<file path="config.mk">
export PLATFORM = sky130hd
export DESIGN_NAME = i2c_phase_timer
export DESIGN_NICKNAME = d
export VERILOG_FILES = /design/src/rtl/i2c_phase_timer.sv
export SDC_FILE = /design/constraint.sdc
export NUM_CORES = 1
export LEC_CHECK = 0
export ABC_AREA = 1
export BUFFER_PORTS_ARGS = -buffer_cell sky130_fd_sc_hd__buf_2
export CAP_MARGIN = 20
export CORE_MARGIN = 5
export CORE_UTILIZATION = 46
export DETAILED_ROUTE_END_ITERATION = 12
export PLACE_DENSITY = 0.92
export SLEW_MARGIN = 20
export SYNTH_ARGS = -nofsm -noshare
export SYNTH_HDL_FRONTEND = slang
export SYNTH_SLANG_ARGS = --single-unit
</file>
<file path="constraint.sdc">
create_clock -name clk -period 5.2 [get_ports clk]
set_input_delay 1.04 -clock clk [delete_from_list [all_inputs] [get_ports clk]]
set_output_delay 1.04 -clock clk [all_outputs]
set_load 0.01 [all_outputs]
</file>
<file path="src/rtl/i2c_phase_timer.sv">
module i2c_phase_timer #(
  parameter int EDGE_CLKS   = 8,
  parameter bit FILT_SINGLE = 1'b0
) (
  input  logic        clk,
  input  logic        rst_n,
  input  logic        req,
  input  logic [1:0]  phase,
  input  logic        hs_sel,
  input  logic [31:0] fs_t1,
  input  logic [31:0] fs_t2,
  input  logic [31:0] fs_t3,
  input  logic [31:0] hs_t1,
  input  logic [31:0] hs_t2,
  input  logic [31:0] hs_t3,
  input  logic [31:0] hold_t,
  input  logic [2:0]  filt_cyc,
  input  logic        scl_in,
  output logic        scl_low,
  output logic        sda_chg,
  output logic        sda_smp,
  output logic        done
);
  localparam int FMAX = FILT_SINGLE ? 7 : 14;
  localparam int RCW  = $clog2(EDGE_CLKS + FMAX + 1);
  localparam int SW   = 10;
  localparam logic [1:0] PH_START = 2'd0, PH_BIT = 2'd1, PH_STOP = 2'd2, PH_RSTART = 2'd3;

  typedef enum logic [2:0] {S_IDLE, S_SU, S_HD, S_LOW, S_RISE, S_HIGH, S_PSU} st_t;
  st_t st;
  logic [1:0]      ph;
  logic            hs_q;
  logic [7:0]      pc;
  logic [SW-1:0]   sc;
  logic [RCW-1:0]  rc;
  logic [FMAX-1:0] sh;

  wire [31:0] w1 = hs_q ? hs_t1 : fs_t1;
  wire [31:0] w2 = hs_q ? hs_t2 : fs_t2;
  wire [31:0] w3 = hs_q ? hs_t3 : fs_t3;
  wire [7:0]  dv = w3[23:16];
  wire [SW-1:0] dh   = {2'b0, hold_t[7:0]};
  wire [SW-1:0] base = {2'b0, (ph == PH_RSTART) ? w3[7:0] : w2[15:8]};
  wire [SW-1:0] need = dh + {2'b0, w2[31:24]} + SW'(1);
  wire [SW-1:0] low_last = (base > need) ? base : need;

  wire [3:0] fdel = FILT_SINGLE ? {1'b0, filt_cyc} : {filt_cyc, 1'b0};
  wire [FMAX:0] tap = {sh, scl_in};
  wire scl_f = tap[fdel];
  wire [RCW-1:0] rise_lim = RCW'(EDGE_CLKS - 1) + RCW'(fdel);

  logic [SW-1:0] seg_last;
  always_comb begin
    case (st)
      S_SU:    seg_last = {2'b0, w1[31:24]};
      S_HD:    seg_last = {2'b0, w1[23:16]};
      S_PSU:   seg_last = {2'b0, w1[15:8]};
      S_HIGH:  seg_last = {2'b0, w2[7:0]};
      default: seg_last = low_last;
    endcase
  end

  wire ticking = (st != S_IDLE) && (st != S_RISE);
  wire tick    = ticking && (pc == dv);
  wire last    = tick && (sc == seg_last);
  wire rise_ok = (st == S_RISE) && (rc == rise_lim) && scl_f;

  always_ff @(posedge clk or negedge rst_n) begin
    if (!rst_n) begin
      st   <= S_IDLE;
      ph   <= PH_START;
      hs_q <= 1'b0;
      pc   <= '0;
      sc   <= '0;
      rc   <= '0;
      sh   <= '1;
    end else begin
      sh <= {sh[FMAX-2:0], scl_in};
      if (st == S_IDLE) begin
        if (req) begin
          ph   <= phase;
          hs_q <= hs_sel;
          pc   <= '0;
          sc   <= '0;
          rc   <= '0;
          st   <= (phase == PH_START) ? S_SU : S_LOW;
        end
      end else if (st == S_RISE) begin
        rc <= rc + RCW'(rc != rise_lim);
        if (rise_ok)
          st <= (ph == PH_BIT) ? S_HIGH : (ph == PH_STOP) ? S_PSU : S_SU;
      end else begin
        pc <= tick ? '0 : pc + 8'd1;
        if (tick) sc <= last ? '0 : sc + SW'(1);
        if (last) begin
          case (st)
            S_SU:    st <= S_HD;
            S_LOW:   begin st <= S_RISE; rc <= '0; end
            default: st <= S_IDLE;
          endcase
        end
      end
    end
  end

  assign scl_low = (st == S_LOW);
  assign sda_chg = ((st == S_LOW) && tick && (sc == dh)) ||
                   (((st == S_SU) || (st == S_PSU)) && last);
  assign sda_smp = rise_ok && (ph == PH_BIT);
  assign done    = last && ((st == S_HD) || (st == S_HIGH) || (st == S_PSU));

  p_done_single_r12: assert property (@(posedge clk) disable iff (!rst_n)
    done |=> !done);
  p_done_scl_high_r12: assert property (@(posedge clk) disable iff (!rst_n)
    done |-> !scl_low);
  p_smp_released_r9: assert property (@(posedge clk) disable iff (!rst_n)
    sda_smp |-> !scl_low);
  p_stretch_wait_r10: assert property (@(posedge clk) disable iff (!rst_n)
    ((st == S_RISE) && !scl_f) |=> (st == S_RISE));
  p_set_latched_r11: assert property (@(posedge clk) disable iff (!rst_n)
    (st != S_IDLE) |=> $stable(hs_q));
  p_tick_bound_r2: assert property (@(posedge clk) disable iff (!rst_n)
    ticking |-> (pc <= dv));
  p_chg_not_rise_r5: assert property (@(posedge clk) disable iff (!rst_n)
    sda_chg |-> (st != S_RISE));
endmodule

</file>
* Word-level counts from Yosys, hierarchy flattened
Index checks and enable logic that the tools add are counted.
** Cells by class
- Equality and inequality tests :: 18
- Reduce and logical (&&, ||, !) cells :: 25
- $lt $le $gt $ge :: 2
- Add/sub/neg operators :: 6
- Multiplexer cells :: 31
** Operators with widths (count)
- $mux 32 :: 2
- $mux 10 :: 6
- $mux 8 :: 5
- $pmux 10 s4 :: 1
- $mux 5 :: 5
- $mux 24 :: 1
- $mux 3 :: 7
- $add 10x1->10 const B :: 1
- $add 9x1->10 const B :: 1
- $eq 10x10->1 :: 1
- $eq 10x8->1 :: 1
- $gt 8x10->1 :: 1
- $logic_and 1x1->1 :: 10
- $add 8x8->9 :: 1
- $eq 3x3->1 const B :: 3
- $reduce_and 3->1 :: 3
- $reduce_bool 3->1 :: 3
- $add 8x1->8 const B :: 1
- $eq 8x8->1 :: 1
- $eq 3x2->1 const B :: 2
- $pmux 3 s2 :: 1
- $add 3x4->5 const A :: 1
- $add 5x1->5 :: 1
- $eq 5x5->1 :: 1
- other kinds (17) :: 22
** Word-level totals
- Input port bits :: 234
- Output and inout bits :: 4
- Bits in registers :: 43

* Depth between registers and ports, before layout
Gate-level depths: netlist of the first run.
- Depth after elaboration :: 12
- Depth in mapped cells :: 35
- Depth with buffers taken out :: 32

* Least setup slack after synthesis of the first run
OpenSTA, ideal clock, no wires.
- Kind :: input to output
- Start :: input hs_t2[25]
- End :: output done
- Path buffers :: 0
- Path slack :: 0.328 ns
- Stages :: 27
- Arrival time :: 3.832 ns
- Cell sequence :: or2_2 o21ai_0 inv_1 ha_1 nand2_1 inv_1 o21ai_0 nand4_1 nand2_1 inv_1 ha_1 nand2_1 nor2_1 inv_1 nor2_1 nor2_4 nand2_4 nand2_1 nand3_1 nand2_1 nand2_1 nand2_1 nor2_1 nand4_1 nor2_1 nand2_1 nor2_1
** Between the ends
- Cells in the longest elaborated chain, start to end :: 9
** RTL lines
- from (decl) :: RTL line 14 : input logic [31:0] hs_t2,
- $mux 32 (*) :: RTL line 39 : wire [31:0] w2 = hs_q ? hs_t2 : fs_t2;
- $add 8x8->9 (*) :: RTL line 44 : wire [SW-1:0] need = dh + {2'b0, w2[31:24]} + SW'(1);
- $add 9x1->10 (*) :: RTL line 44
- $gt 8x10->1 :: RTL line 45 : wire [SW-1:0] low_last = (base > need) ? base : need;
- $mux 10 (*) :: RTL line 45
- $pmux 10 s4 (*) :: RTL line 54 : case (st)
- $eq 10x10->1 (*) :: RTL line 65 : wire last = tick && (sc == seg_last);
- $logic_and 1x1->1 (*) :: RTL line 65
- $logic_and 1x1->1 (*) :: RTL line 110 : assign done = last && ((st == S_HD) || (st == S_HIGH) || (st == S_PSU));
- to (decl) :: RTL line 22 : output logic done
Mark *: on every way between the ends. The rest lies on a longest branch, timed or not.

* Final worst setup path of the first run
Ends and elaborated chain as after synthesis.

==> results by stage, run 1 <==
STA:
- Subtracting the final worst setup slack from the clock period gives 5320 ps.
- Setup repair after global routing could not meet its margin everywhere.
- The relative max-transition margin is 0.362.
- The final worst hold slack is approximately 360 ps.
- The final cycle utilization of the critical path is 1.02.
- The number of max-slew violations in the final report is 0.
- The worst-case setup margin in the final layout is -121 ps.
- The setup-violating endpoint count in the final report is 2.
- The clock skew after layout is approximately 5.1 ps.
- Based on the critical path, the design can be clocked at up to 0.188 GHz.
- The final count of hold timing violations is 0.
- At the pin with the least slew margin, the transition time is between 900 and 1000 ps.

Layout:
- The area overhead of the layout relative to synthesis is 32.7%.
- The ratio of cells with drive above 1 in the final layout is 0.324.
- The number of nets in the layout is roughly 1100.
- The post-route cell area is slightly below 6000 um^2.

Placed design:
- At the end of routability-driven placement, the weighted congestion stood at between 0.9 and 1.
- The count of buffers added on input and output ports is approximately 150.
- The cell area after placement is around 5300 um^2.
- The post-DP HPWL is 10700 um.

Drt:
- The antenna violation net count after detailed routing is 0.
- The wire length per cell is around 15 um.
- The overall routed net length is about 14000 um.
- The post-detailed-route via-to-cell ratio is roughly 5.2.
- The pre-antenna-repair detailed-routing pass consisted of 5 iterations.
- The overall via count from detail_route is 5188.
- The DRC marker count from the first detailed-route iteration is around 350.
- After detailed routing, the number of remaining DRC violations is 0.

Yosys:
- The number of nets handed over by synthesis was 960.
- Of the synthesized area, sequential elements account for 0.247.
- In the synthesized netlist, the cells that appear most often are 232 x sky130_fd_sc_hd__nand2_1, 83 x sky130_fd_sc_hd__inv_1, 64 x sky130_fd_sc_hd__nand3_1.
- Summing every instance area after synthesis gives 4430 um^2.
- The most common cell in the synthesized netlist is sky130_fd_sc_hd__nand2_1.
- Among all flip-flop cells after synthesis, the most frequent one is sky130_fd_sc_hd__dfrtp_1.
- Yosys printed 0 warnings.
- After synthesis the netlist holds a flip-flop and latch count of 43.
- Synthesis instantiated slightly below 50 different standard cells from the library.
- Counting flops with a built-in enable in the synthesized netlist gives 0.
- The post-synthesis cell type with the largest combined area is sky130_fd_sc_hd__nand2_1.
- In this run the mean area of a mapped cell was roughly 6.4 um^2.
- The cell count after synthesis is around 700.
- In the post-synthesis netlist, the biggest area contributors are sky130_fd_sc_hd__nand2_1 20%, sky130_fd_sc_hd__dfrtp_1 16%, sky130_fd_sc_hd__dfstp_2 8.3%.
- Of all flip-flops after synthesis, the portion carrying an async set or reset was 1.00.
- The top-area cell type share of the netlist area is 0.196.

GRT:
- The all-layer global routing usage is 0.221.
- The maximum number of pins on one net before global-route repair is 44.
- The via count of the first global-routing pass is between 4000 and 5000.
- The first global-routing pass estimated about 21000 um of wire.
- The total congestion overflow after global routing is 0.
- The number of antenna violations at the first check in global routing is 1.

Critical path:
- The kind of capture point of the worst setup path is a primary output.
- The highest fanout seen on the critical path is 8.
- Data on the critical path is required at its endpoint by roughly 4200 ps.
- The critical path class is in2out.
- STA classifies the critical path startpoint as an input pin.
- The cell with the largest stage delay on the worst path is sky130_fd_sc_hd__ha_1.
- For this run, the slowest stage of the critical path takes between 300 and 400 ps.
- Data on the critical path arrives at its endpoint at between 4000 and 5000 ps.

CTS:
- The clock sink count is 43.
- After clock tree synthesis, the clock-pin slew on the worst setup and hold paths is approximately 80 ps.
- The number of clock buffers inserted by TritonCTS is 5.
- At the later pin of the worst-skew pair, clock insertion delay measures about 300 ps.
- The largest buffer count on any clock path is 2.
- The clock tree synthesis step divided the H-tree into 2 levels.
- After clock tree synthesis, the flow added hold-fix buffers numbering 0.
- The CTS tree is yes.
- The clock tree root buffer cell is sky130_fd_sc_hd__clkbuf_8.

Min path:
- In this run the worst hold path is classified as reg2reg.

Floorplanning:
- The floorplan core area is between 9000 and 10000 um^2.
- The overall die height is 108 um.
- The width of the die is approximately 110 um.
- The floorplan die area is 11700 um^2.
- For this design the top-level I/O count stands at 238.
- The effective utilization at floorplan is 0.475.
- The number of placement rows is 35.

Power:
- The leakage dissipation is around 3.1 nW.
- The power density relative to cell area is roughly 620 nW/um^2.
- The maximum vdd ir drop is between 0.2 and 0.3 mV.

Outcome:
- The final reports fail on setup timing.
- The run finished, with violations left.

Flow run:
- The count of maximum capacitance violations is 0.
-- layer usage --
metal / vias up / routed length, um / GRT usage
met2: 171 / 7150 / 0.407
met3: 31 / 957 / 0.0322
met1: 2387 / 5920 / 0.263
met5: - / 0 / 0
li1: 2599 / - / -
met4: 0 / 442 / 0.0685
-- flip-flops by register name, summed over array words and instances, names as in the netlist --
signal,flops
ph,2
st,3
pc,8
sh,14
sc,10
hs_q,1
rc,5
-- layout make-up --
| type | instances | area [um^2] |
|---|---|---|
| fill | 814 | 3440 |
| multi-input combinational | 549 | 3190 |
| sequential | 43 | 1090 |
| timing repair buffer | 177 | 978 |
| inverter | 89 | 339 |
| tap | 129 | 161 |
| clock buffer | 5 | 68.8 |
| clock inverter | 3 | 43.8 |
| antenna | 1 | 2.50 |
-- timing repair --
item,CTS,global route
pin swaps,11,36
cloned,0,0
gates resized for setup,17,59
setup endpoints to repair,2,2
setup buffers,3,9
-- path summary, 6_finish.rpt --
check	start	to	slack (ps)	cells past startpoint
worst max register to register	hs_q	st[1]	1000	32
min in group asynchronous	rst_n	rc[3]	890	1
worst min register to register	sh[8]	sh[9]	360	0
max in group asynchronous	rst_n	hs_q	3670	1
worst max-delay path	hs_t2[25]	done	-120	25
worst min-delay path	sh[8]	sh[9]	360	0
-- logic make-up (layout without fill, tap and decap cells) --
| logic type | count (synthesis) | count (layout) | synth area share |
|---|---|---|---|
| XOR/XNOR | 24 | 24 | 0.0474 |
| flip-flops | 43 | 43 | 0.247 |
| AND/OR/NAND/NOR | 393 | 393 | 0.382 |
| adder cells (fa/ha/maj) | 29 | 29 | 0.0836 |
| buffers and inverters | 105 | 274 | 0.104 |
| multiplexers | 1 | 1 | 0.00226 |
| other | 0 | 1 | 0 |
| AO/OA/AOI/OAI | 102 | 102 | 0.134 |
-- stage by stage --
| stage | setup slack [ps] | TNS, ps | power, W | util | cells |
|---|---|---|---|---|---|
| floorplan | 328 | 0 | 0.00215 | - | 697 |
| global placement | -142 | -253 | 0.00265 | 0.572 | 975 |
| detailed placement | -184 | -335 | 0.00272 | 0.572 | 975 |
| CTS | 6.84 | 0 | 0.00311 | 0.594 | 986 |
| global route | -351 | -673 | 0.00396 | 0.631 | 996 |
| finish | -121 | -218 | 0.00364 | 0.631 | 996 |
-- cell usage in the layout, fill, tap and decap left out, types with 2 or more instances in the layout --
cell                        instances
sky130_fd_sc_hd__nand3_1           48
sky130_fd_sc_hd__nand3b_1           2
sky130_fd_sc_hd__or2_2              2
sky130_fd_sc_hd__o21ai_0           35
sky130_fd_sc_hd__nand2_1          217
sky130_fd_sc_hd__buf_2            146
sky130_fd_sc_hd__nor2_1            53
sky130_fd_sc_hd__nand3_4            3
sky130_fd_sc_hd__xnor2_1            5
sky130_fd_sc_hd__o21ai_1           10
sky130_fd_sc_hd__o22ai_1           10
sky130_fd_sc_hd__inv_1             78
sky130_fd_sc_hd__a32oi_1            2
sky130_fd_sc_hd__clkbuf_8           5
sky130_fd_sc_hd__o21ai_2            2
sky130_fd_sc_hd__ha_4               7
sky130_fd_sc_hd__a21oi_1           25
sky130_fd_sc_hd__nor2_2             3
sky130_fd_sc_hd__nor2_4             4
sky130_fd_sc_hd__buf_6              4
sky130_fd_sc_hd__o221ai_1           2
sky130_fd_sc_hd__dfstp_2           14
sky130_fd_sc_hd__a211oi_1           2
sky130_fd_sc_hd__buf_4             27
sky130_fd_sc_hd__nand2_4            7
sky130_fd_sc_hd__a21oi_2            3
sky130_fd_sc_hd__nor3_1             3
sky130_fd_sc_hd__nand2_2           15
sky130_fd_sc_hd__nand3_2           14
sky130_fd_sc_hd__ha_1              20
sky130_fd_sc_hd__inv_2             10
sky130_fd_sc_hd__xor2_1            17
sky130_fd_sc_hd__or2_1              6
sky130_fd_sc_hd__nand4_1            9
sky130_fd_sc_hd__dfrtp_1           28
sky130_fd_sc_hd__o2111ai_1          2
sky130_fd_sc_hd__nor3b_1            2
-- critical path, delay by kind of cell --
kind	cells	cell delay (ps)
simple gates	16	1880
fa+ha+maj	2	480
buf+inv	4	360
xor+xnor	1	300
compound gates	2	230
-- power by group --
part	total (W)	internal (W)	switching (W)
combinational	0.00284	0.00112	0.00172
clock	0.000263	0.000143	0.000120
sequential	0.000545	0.000431	0.000113
Note: power is estimated with default switching activity, not from simulation.
==> run 2: changes to the inputs <==
--- a/config.mk
+++ b/config.mk
@@ -8,7 +8,6 @@
 export ABC_AREA = 1
 export BUFFER_PORTS_ARGS = -buffer_cell sky130_fd_sc_hd__buf_2
 export CAP_MARGIN = 20
-export CORE_MARGIN = 5
 export CORE_UTILIZATION = 46
 export DETAILED_ROUTE_END_ITERATION = 12
 export PLACE_DENSITY = 0.92
==> results by stage, run 2 (synthesized netlist as in run 1, its figures left out) <==
Outcome:
- The run finished, with violations left.
- The final reports fail on setup timing.

Critical path:
- The endpoint of the worst register-to-register path is st[1].
- The data required time of the worst path was 4160 ps (about the same).
- The critical path's largest stage delay is 340 ps (+20 ps).
- Tracing the worst setup path back leads to its startpoint at hs_t2[26].
- The worst setup path is captured at a primary output.
- The most critical setup path has its endpoint at done.
- The total stage count of the critical path was 28 (+12%).
- The slack of the worst reg-to-reg path is 850 ps (-150 ps).
- The worst-case reg-to-reg path depth is 32 (unchanged).
- The critical path in this run is classified as in2out.
- Counting stages on the worst path, the most repeated cell is sky130_fd_sc_hd__nand2_1.
- The worst reg2reg path startpoint is hs_q.
- The highest fanout seen on the critical path is 8 (unchanged).
- Among cell families on the critical path, the largest total delay comes from simple AND/OR/NAND/NOR gates.
- The combined buffer and inverter count along the critical path came to 4 (unchanged).
- The cell with the largest stage delay on the worst path is sky130_fd_sc_hd__ha_1.
- STA classifies the critical path startpoint as an input pin.
- The critical path data arrival time is 4240 ps (-40 ps).

Layout:
- The flip-flop count of the largest register after layout is 14 (unchanged).
- The multi-input logic area is 3180 um^2 (-0.31%).
- In the layout the commonest cells are 216 x sky130_fd_sc_hd__nand2_1, 147 x sky130_fd_sc_hd__buf_2, 77 x sky130_fd_sc_hd__inv_1.
- The final instance count without filler cells is 994 (-0.20%).
- The area of all sequential standard cells is 1090 um^2 (unchanged).
- Compared with the post-synthesis result, the final layout area differs by 32.0%.
- The ratio of cells with drive above 1 in the final layout is 0.324 (-0.000781).
- The final-layout fill cell count is 819 (+0.61%).
- The top register by number of flip-flops is sh.
- The number of nets in the layout is 1127 (-0.089%).
- The antenna diode instance count is 0 (-1).
- The library cell used most frequently in the layout, excluding fill and tap cells, is sky130_fd_sc_hd__nand2_1.
- The largest registers in the layout are sh (14), sc (10), pc (8).

CTS:
- The number of clock buffers inserted by TritonCTS was 5 (unchanged).
- TritonCTS built the clock tree.
- The insertion delay of the later-clocked pin in the worst-skew pair is 300 ps (about the same).
- The clock tree root buffer cell is sky130_fd_sc_hd__clkbuf_8.
- The count of hold buffers inserted by post-cts repair is 0 (unchanged).
- The number of H-tree levels was 2 (unchanged).
- The largest buffer count on any clock path came to 2 (unchanged).
- The register clock-pin slew on the reported worst setup and hold paths is 80 ps (about the same).
- The clock sink count is 43 (unchanged).

STA:
- The number of max-slew violations in the final report is 0 (unchanged).
- Setup repair after global routing could not meet its margin everywhere.
- The total negative slack was -150 ps (+67.3 ps).
- The worst-case setup margin in the final layout is -82.1 ps (+39.2 ps).
- The clock skew after layout is 10.4 ps (+5.36 ps).
- The maximum achievable frequency was 0.189 GHz (+0.74%).
- The final count of hold timing violations was 0 (unchanged).
- The transition at the pin with the smallest max-transition slack came to 928 ps (-28.6 ps).
- The final worst hold slack came to 360 ps (+4.14 ps).
- The final cycle utilization of the critical path is 1.02 (-0.00754).
- The setup-violating endpoint count in the final report is 2 (unchanged).
- The time the worst path needs with I/O delays and setup is 5280 ps (-39.2 ps).
- The relative max-transition margin was 0.382 (+0.0191).

GRT:
- The number of antenna violations at the first check in global routing is 0 (-1).
- The via count of the first global-routing pass is 4776 (+0.53%).
- The maximum number of pins on one net before global-route repair is 46 (+4.5%).
- The all-layer global routing usage is 0.262 (+0.0419).
- The total congestion overflow after global routing is 0 (unchanged).
- The first-pass GRT wire length came to 21000 um (-1.3%).

Placed design:
- The count of buffers inserted at the top-level ports came to 149 (unchanged).
- The placed cell count is 974 (-0.10%).
- The routability-driven placement congestion ratio is 0.940 (+0.44%).
- The post-DP HPWL was 10400 um (-3.7%).

Drt:
- The overall via count from detail_route is 5418 (+4.4%).
- The overall routed net length was 14600 um (+1.1%).
- The post-detailed-route via-to-cell ratio is 5.45 (+4.6%).
- The antenna violation net count after detailed routing is 0 (unchanged).
- The DRC violations left was 0 (unchanged).
- The number of optimization iterations in the first detailed-route pass is 5 (unchanged).
- The DRC marker count from the first detailed-route iteration was 349 (-0.85%).
- The wire length per cell is 14.7 um (+1.3%).

Floorplanning:
- The width of the die is 100 um (-7.4%).
- The floorplan core area was 9280 um^2 (-0.47%).
- The number of placement rows is 35 (unchanged).
- The floorplan die area is 10000 um^2 (-14%).
- The overall die height is 100 um (-7.4%).
- The I/O pin total is 238 (unchanged).
- The effective utilization at floorplan is 0.477 (+0.00224).

Power:
- The maximum vdd ir drop is 0.279 mV (-2.8%).
- The switching power total is 0.00201 W (+3.2%).
- The logic gate share of total power is 0.787 (+0.009).
- The net switching fraction of the power was 0.542 (+0.00662).
- The fraction of power consumed by the clock network was 0.064 (-0.008).
- The power density relative to cell area is 635 nW/um^2 (+2.5%).
- The sequential share of power was 0.149 (about the same).
- The internal power summed over all cells is 0.00170 W (+0.48%).
- The leakage dissipation came to 3.14 nW (+0.19%).

Min path:
- The path category of the worst min-delay check is reg2reg.

Flow run:
- The count of maximum capacitance violations is 0 (unchanged).
## run 2: power groups by stage
stage | logic, W | registers, W | clock network, W
2_1_floorplan | 0.00165 | 0.000501 | 0
6_report | 0.00292 | 0.000553 | 0.000236
3_5_place_dp | 0.00216 | 0.000550 | 0
4_1_cts | 0.00229 | 0.000546 | 0.000246
5_1_grt | 0.00316 | 0.000562 | 0.000261
3_3_place_gp | 0.00210 | 0.000545 | 0
## run 2: cell type report
class / instances / share of cell area
Tap cell: 129 / 0.0276
Inverter: 89 / 0.0579
Timing Repair Buffer: 175 / 0.165
Clock inverter: 2 / 0.00235
Sequential cell: 43 / 0.187
Multi-Input combinational cell: 550 / 0.544
Clock buffer: 6 / 0.0160
## run 2: per-layer routing
layer  track usage  vias up  routed length, um
met2         0.456      305               7080
met1         0.309     2455               5700
li1              -     2594                  -
met5             0        -                  0
met3        0.0522       64               1200
met4         0.129        0                656
## run 2: worst min-delay path by stage
stage / start / end / slack, ps / depth (start not counted)
floorplan: sh[10] / sh[11] / 350 / 0
global placement: sh[8] / sh[9] / 350 / 0
detailed placement: sh[12] / sh[13] / 350 / 0
CTS: sh[0] / sh[1] / 360 / 0
global route: sh[6] / sh[7] / 370 / 0
finish: sh[0] / sh[1] / 360 / 0
## run 2: worst register-to-register path: cells and delay by family, from the launching register on
kind	cells	cell delay, ps
compound gates	1	60
simple gates	23	2410
buf+inv	6	590
flops	1	540
fa+ha+maj	2	630
## run 2: repair_timing
| action | 4_1_cts | 5_1_grt |
|---|---|---|
| pin swaps | 10 | 37 |
| gates resized for setup | 16 | 60 |
| gates cloned | 1 | 0 |
| setup buffers | 3 | 8 |
| setup endpoints to repair | 2 | 2 |
## run 2: per-stage QoR
step / total power, W / worst slack [ps] / instance area [um^2] / util
global route: 0.00399 / -227 / 5850 / 0.630
global placement: 0.00265 / -158 / 5330 / 0.574
CTS: 0.00308 / 3.52 / 5530 / 0.595
floorplan: 0.00215 / 328 / 4430 / -
detailed placement: 0.00271 / -192 / 5330 / 0.574
finish: 0.00371 / -82.1 / 5850 / 0.630
==> run 3: changes to the inputs <==
--- a/config.mk
+++ b/config.mk
@@ -8,9 +8,10 @@
 export ABC_AREA = 1
 export BUFFER_PORTS_ARGS = -buffer_cell sky130_fd_sc_hd__buf_2
 export CAP_MARGIN = 20
-export CORE_UTILIZATION = 46
+export CORE_UTILIZATION = 30
+export CTS_CLUSTER_SIZE = 12
 export DETAILED_ROUTE_END_ITERATION = 12
-export PLACE_DENSITY = 0.92
+export PLACE_DENSITY = 0.67
 export SLEW_MARGIN = 20
 export SYNTH_ARGS = -nofsm -noshare
 export SYNTH_HDL_FRONTEND = slang
==> results by stage, run 3 (synthesized netlist as in run 1, its figures left out) <==
Floorplanning:
- The I/O pin total is 238 (unchanged).
- The overall die height is 124 um (+23%).
- The number of placement rows is 44 (+26%).
- The floorplan core area was 14500 um^2 (+56%).
- The width of the die is 124 um (+23%).
- The effective utilization at floorplan is 0.306 (-0.171).
- The floorplan die area was 15300 um^2 (+52%).

STA:
- The time the worst path needs with I/O delays and setup is 5210 ps (-68.7 ps).
- The final count of hold timing violations is 0 (unchanged).
- The clock skew after layout is 3.76 ps (-6.66 ps).
- The number of max-slew violations in the final report is 0 (unchanged).
- The relative max-transition margin is 0.378 (-0.00338).
- The worst-case setup margin in the final layout was -13.4 ps (+68.7 ps).
- The setup-violating endpoint count in the final report was 1 (-1).
- Setup repair after global routing could not meet its margin everywhere.
- The total negative slack is -13.4 ps (+137 ps).
- The maximum achievable frequency is 0.192 GHz (+1.3%).
- The final cycle utilization of the critical path is 1.00 (-0.0132).
- The transition at the pin with the smallest max-transition slack is 933 ps (+5.08 ps).

Critical path:
- The critical path data arrival time is 4170 ps (-70 ps).
- In this run the critical register-to-register path is launched from hs_q.
- The worst-case reg-to-reg path depth came to 43 (+34%).
- By startpoint and endpoint, the worst setup path is classified as in2out.
- The type of origin of the critical path is an input pin.
- The highest fanout seen on the critical path is 8 (unchanged).
- The slack of the worst reg-to-reg path is 180 ps (-670 ps).
- The data required time of the worst path was 4160 ps (about the same).
- STA classifies the critical path endpoint as a primary output.
- In this run the critical register-to-register path is captured at rc[2].

CTS:
- The CTS tree is yes.
- The clock sink count came to 43 (unchanged).
- The number of H-tree levels is 2 (unchanged).
- The largest buffer count on any clock path came to 2 (unchanged).
- The clock tree root buffer cell is sky130_fd_sc_hd__clkbuf_16.
- The insertion delay of the later-clocked pin in the worst-skew pair is 280 ps (-20 ps).
- The number of clock buffers inserted by TritonCTS came to 5 (unchanged).
- The register clock-pin slew on the reported worst setup and hold paths is 50 ps (-30 ps).

GRT:
- The all-layer global routing usage is 0.184 (-0.0784).
- The maximum number of pins on one net before global-route repair was 46 (unchanged).
- The number of antenna violations at the first check in global routing is 0 (unchanged).
- The total congestion overflow after global routing came to 0 (unchanged).
- The via count of the first global-routing pass is 4793 (+0.36%).
- The first-pass GRT wire length came to 22000 um (+5.0%).

Layout:
- The top register by number of flip-flops is sh.
- The most common cell after layout, fill and taps aside is sky130_fd_sc_hd__nand2_1.
- The final-layout fill cell count was 1480 (+81%).
- The number of nets in the layout is 1161 (+3.0%).
- The final instance count without filler cells is 1083 (+9.0%).
- The largest registers in the layout are sh (14), sc (10), pc (8).
- The core utilization of the finished layout is 0.432 (-0.199).
- The post-route cell area is 6250 um^2 (+6.8%).
- The ratio of cells with drive above 1 in the final layout is 0.350 (+0.0267).
- The flip-flop count of the largest register after layout is 14 (unchanged).
- From synthesis to final layout, the design area changed by 41.0%.
- Leaving out fill and tap cells, the most frequent cells in the layout are 215 x sky130_fd_sc_hd__nand2_1, 148 x sky130_fd_sc_hd__buf_2, 78 x sky130_fd_sc_hd__inv_1.
- The antenna diode instance count is 0 (unchanged).

Placed design:
- The cell area after placement is 5490 um^2 (+3.0%).
- The placed cell count is 1041 (+6.9%).
- The post-DP HPWL is 10800 um (+4.1%).
- The count of buffers inserted at the top-level ports is 149 (unchanged).
- The routability-driven placement congestion ratio came to 0.862 (-8.3%).

Min path:
- The capture endpoint of the worst hold path is sh[9].
- The path category of the worst min-delay check is reg2reg.
- In this run the most critical hold path is launched from sh[8].
- The number of cells on the worst hold path came to 0 (unchanged).

Drt:
- The number of optimization iterations in the first detailed-route pass is 5 (unchanged).
- The DRC violations left was 0 (unchanged).
- The overall via count from detail_route was 5176 (-4.5%).
- The post-detailed-route via-to-cell ratio is 4.78 (-12%).
- The overall routed net length is 14300 um (-2.6%).
- The antenna violation net count after detailed routing is 0 (unchanged).
- The DRC marker count from the first detailed-route iteration is 238 (-32%).
- The wire length per cell is 13.2 um (-11%).

Power:
- The maximum vdd ir drop is 0.281 mV (+0.65%).
- The overall power consumption is 0.00393 W (+5.8%).
- The power density relative to cell area was 629 nW/um^2 (-0.95%).
- The leakage dissipation is 3.30 nW (+5.0%).

Outcome:
- The flow ran to the end, but the final reports show violations.
- The final reports fail on setup timing.

Flow run:
- The count of maximum capacitance violations is 0 (unchanged).
[run 3: area by class of cell]
class                      count  area (um^2)  area share
multi-input combinational    549         3190       0.511
timing repair buffer         210         1240       0.198
sequential                    43         1090       0.175
inverter                      89          339      0.0543
tap                          184          230      0.0368
clock buffer                   8          156      0.0250
[run 3: report_power, final]
part           switching [W]  leakage [nW]  internal (W)
clock network       0.000113        0.0772      0.000204
registers           0.000122         0.527      0.000432
logic                0.00173          2.70       0.00132
[run 3: worst max-delay path by stage]
stage	end	depth (start not counted)	start	slack, ps
floorplan	done	27	hs_t2[25]	330
global placement	done	29	hs_t2[25]	-330
detailed placement	done	29	hs_t2[25]	-360
CTS	done	28	hs_t2[25]	6
global route	done	29	hs_t2[28]	-240
finish	done	28	hs_t2[25]	-10
[run 3: stage by stage]
| step | worst slack [ps] | hold slack (ps) |
|---|---|---|
| after floorplan | 328 | 345 |
| after global placement | -325 | 346 |
| after detailed placement | -362 | 347 |
| after CTS | 6.19 | 355 |
| after global routing | -237 | 357 |
| final | -13.4 | 354 |
[run 3: routing by layer]
layer / global-route usage / share of wire / up-vias
met5: 0 / 0 / -
met4: 0.0745 / 0.035 / 0
met3: 0.0309 / 0.059 / 41
met2: 0.330 / 0.48 / 157
met1: 0.216 / 0.42 / 2311
li1: - / - / 2667
[run 3: worst max-delay path, cell delays in order]
cell	delay, ps
sky130_fd_sc_hd__buf_6	90
sky130_fd_sc_hd__or2_4	230
sky130_fd_sc_hd__o21ai_4	70
sky130_fd_sc_hd__inv_2	60
sky130_fd_sc_hd__ha_4	160
sky130_fd_sc_hd__a21oi_2	140
sky130_fd_sc_hd__nand2_2	80
sky130_fd_sc_hd__buf_4	150
sky130_fd_sc_hd__xnor2_4	140
sky130_fd_sc_hd__ha_4	270
sky130_fd_sc_hd__nand2_1	60
sky130_fd_sc_hd__nor2_2	130
sky130_fd_sc_hd__inv_1	80
sky130_fd_sc_hd__nor2_4	130
sky130_fd_sc_hd__nor2_4	50
sky130_fd_sc_hd__buf_12	140
sky130_fd_sc_hd__nand2_8	90
sky130_fd_sc_hd__nand2_4	60
sky130_fd_sc_hd__nand3_4	70
sky130_fd_sc_hd__nand2_1	70
sky130_fd_sc_hd__nand2_1	90
sky130_fd_sc_hd__nand2_1	80
sky130_fd_sc_hd__nor2_1	100
sky130_fd_sc_hd__nand4_1	80
sky130_fd_sc_hd__nor2_1	160
sky130_fd_sc_hd__nand2_1	80
sky130_fd_sc_hd__nor2_2	140
sky130_fd_sc_hd__buf_2	160
[run 3: what timing repair did]
item | 4_1_cts | 5_1_grt
hold buffers | 0 | 0
endpoints found under the setup margin | 2 | 20
pin swaps | 24 | 23
resized for setup | 42 | 34
buffers inserted | 26 | 8
hold endpoints to repair | 0 | 0
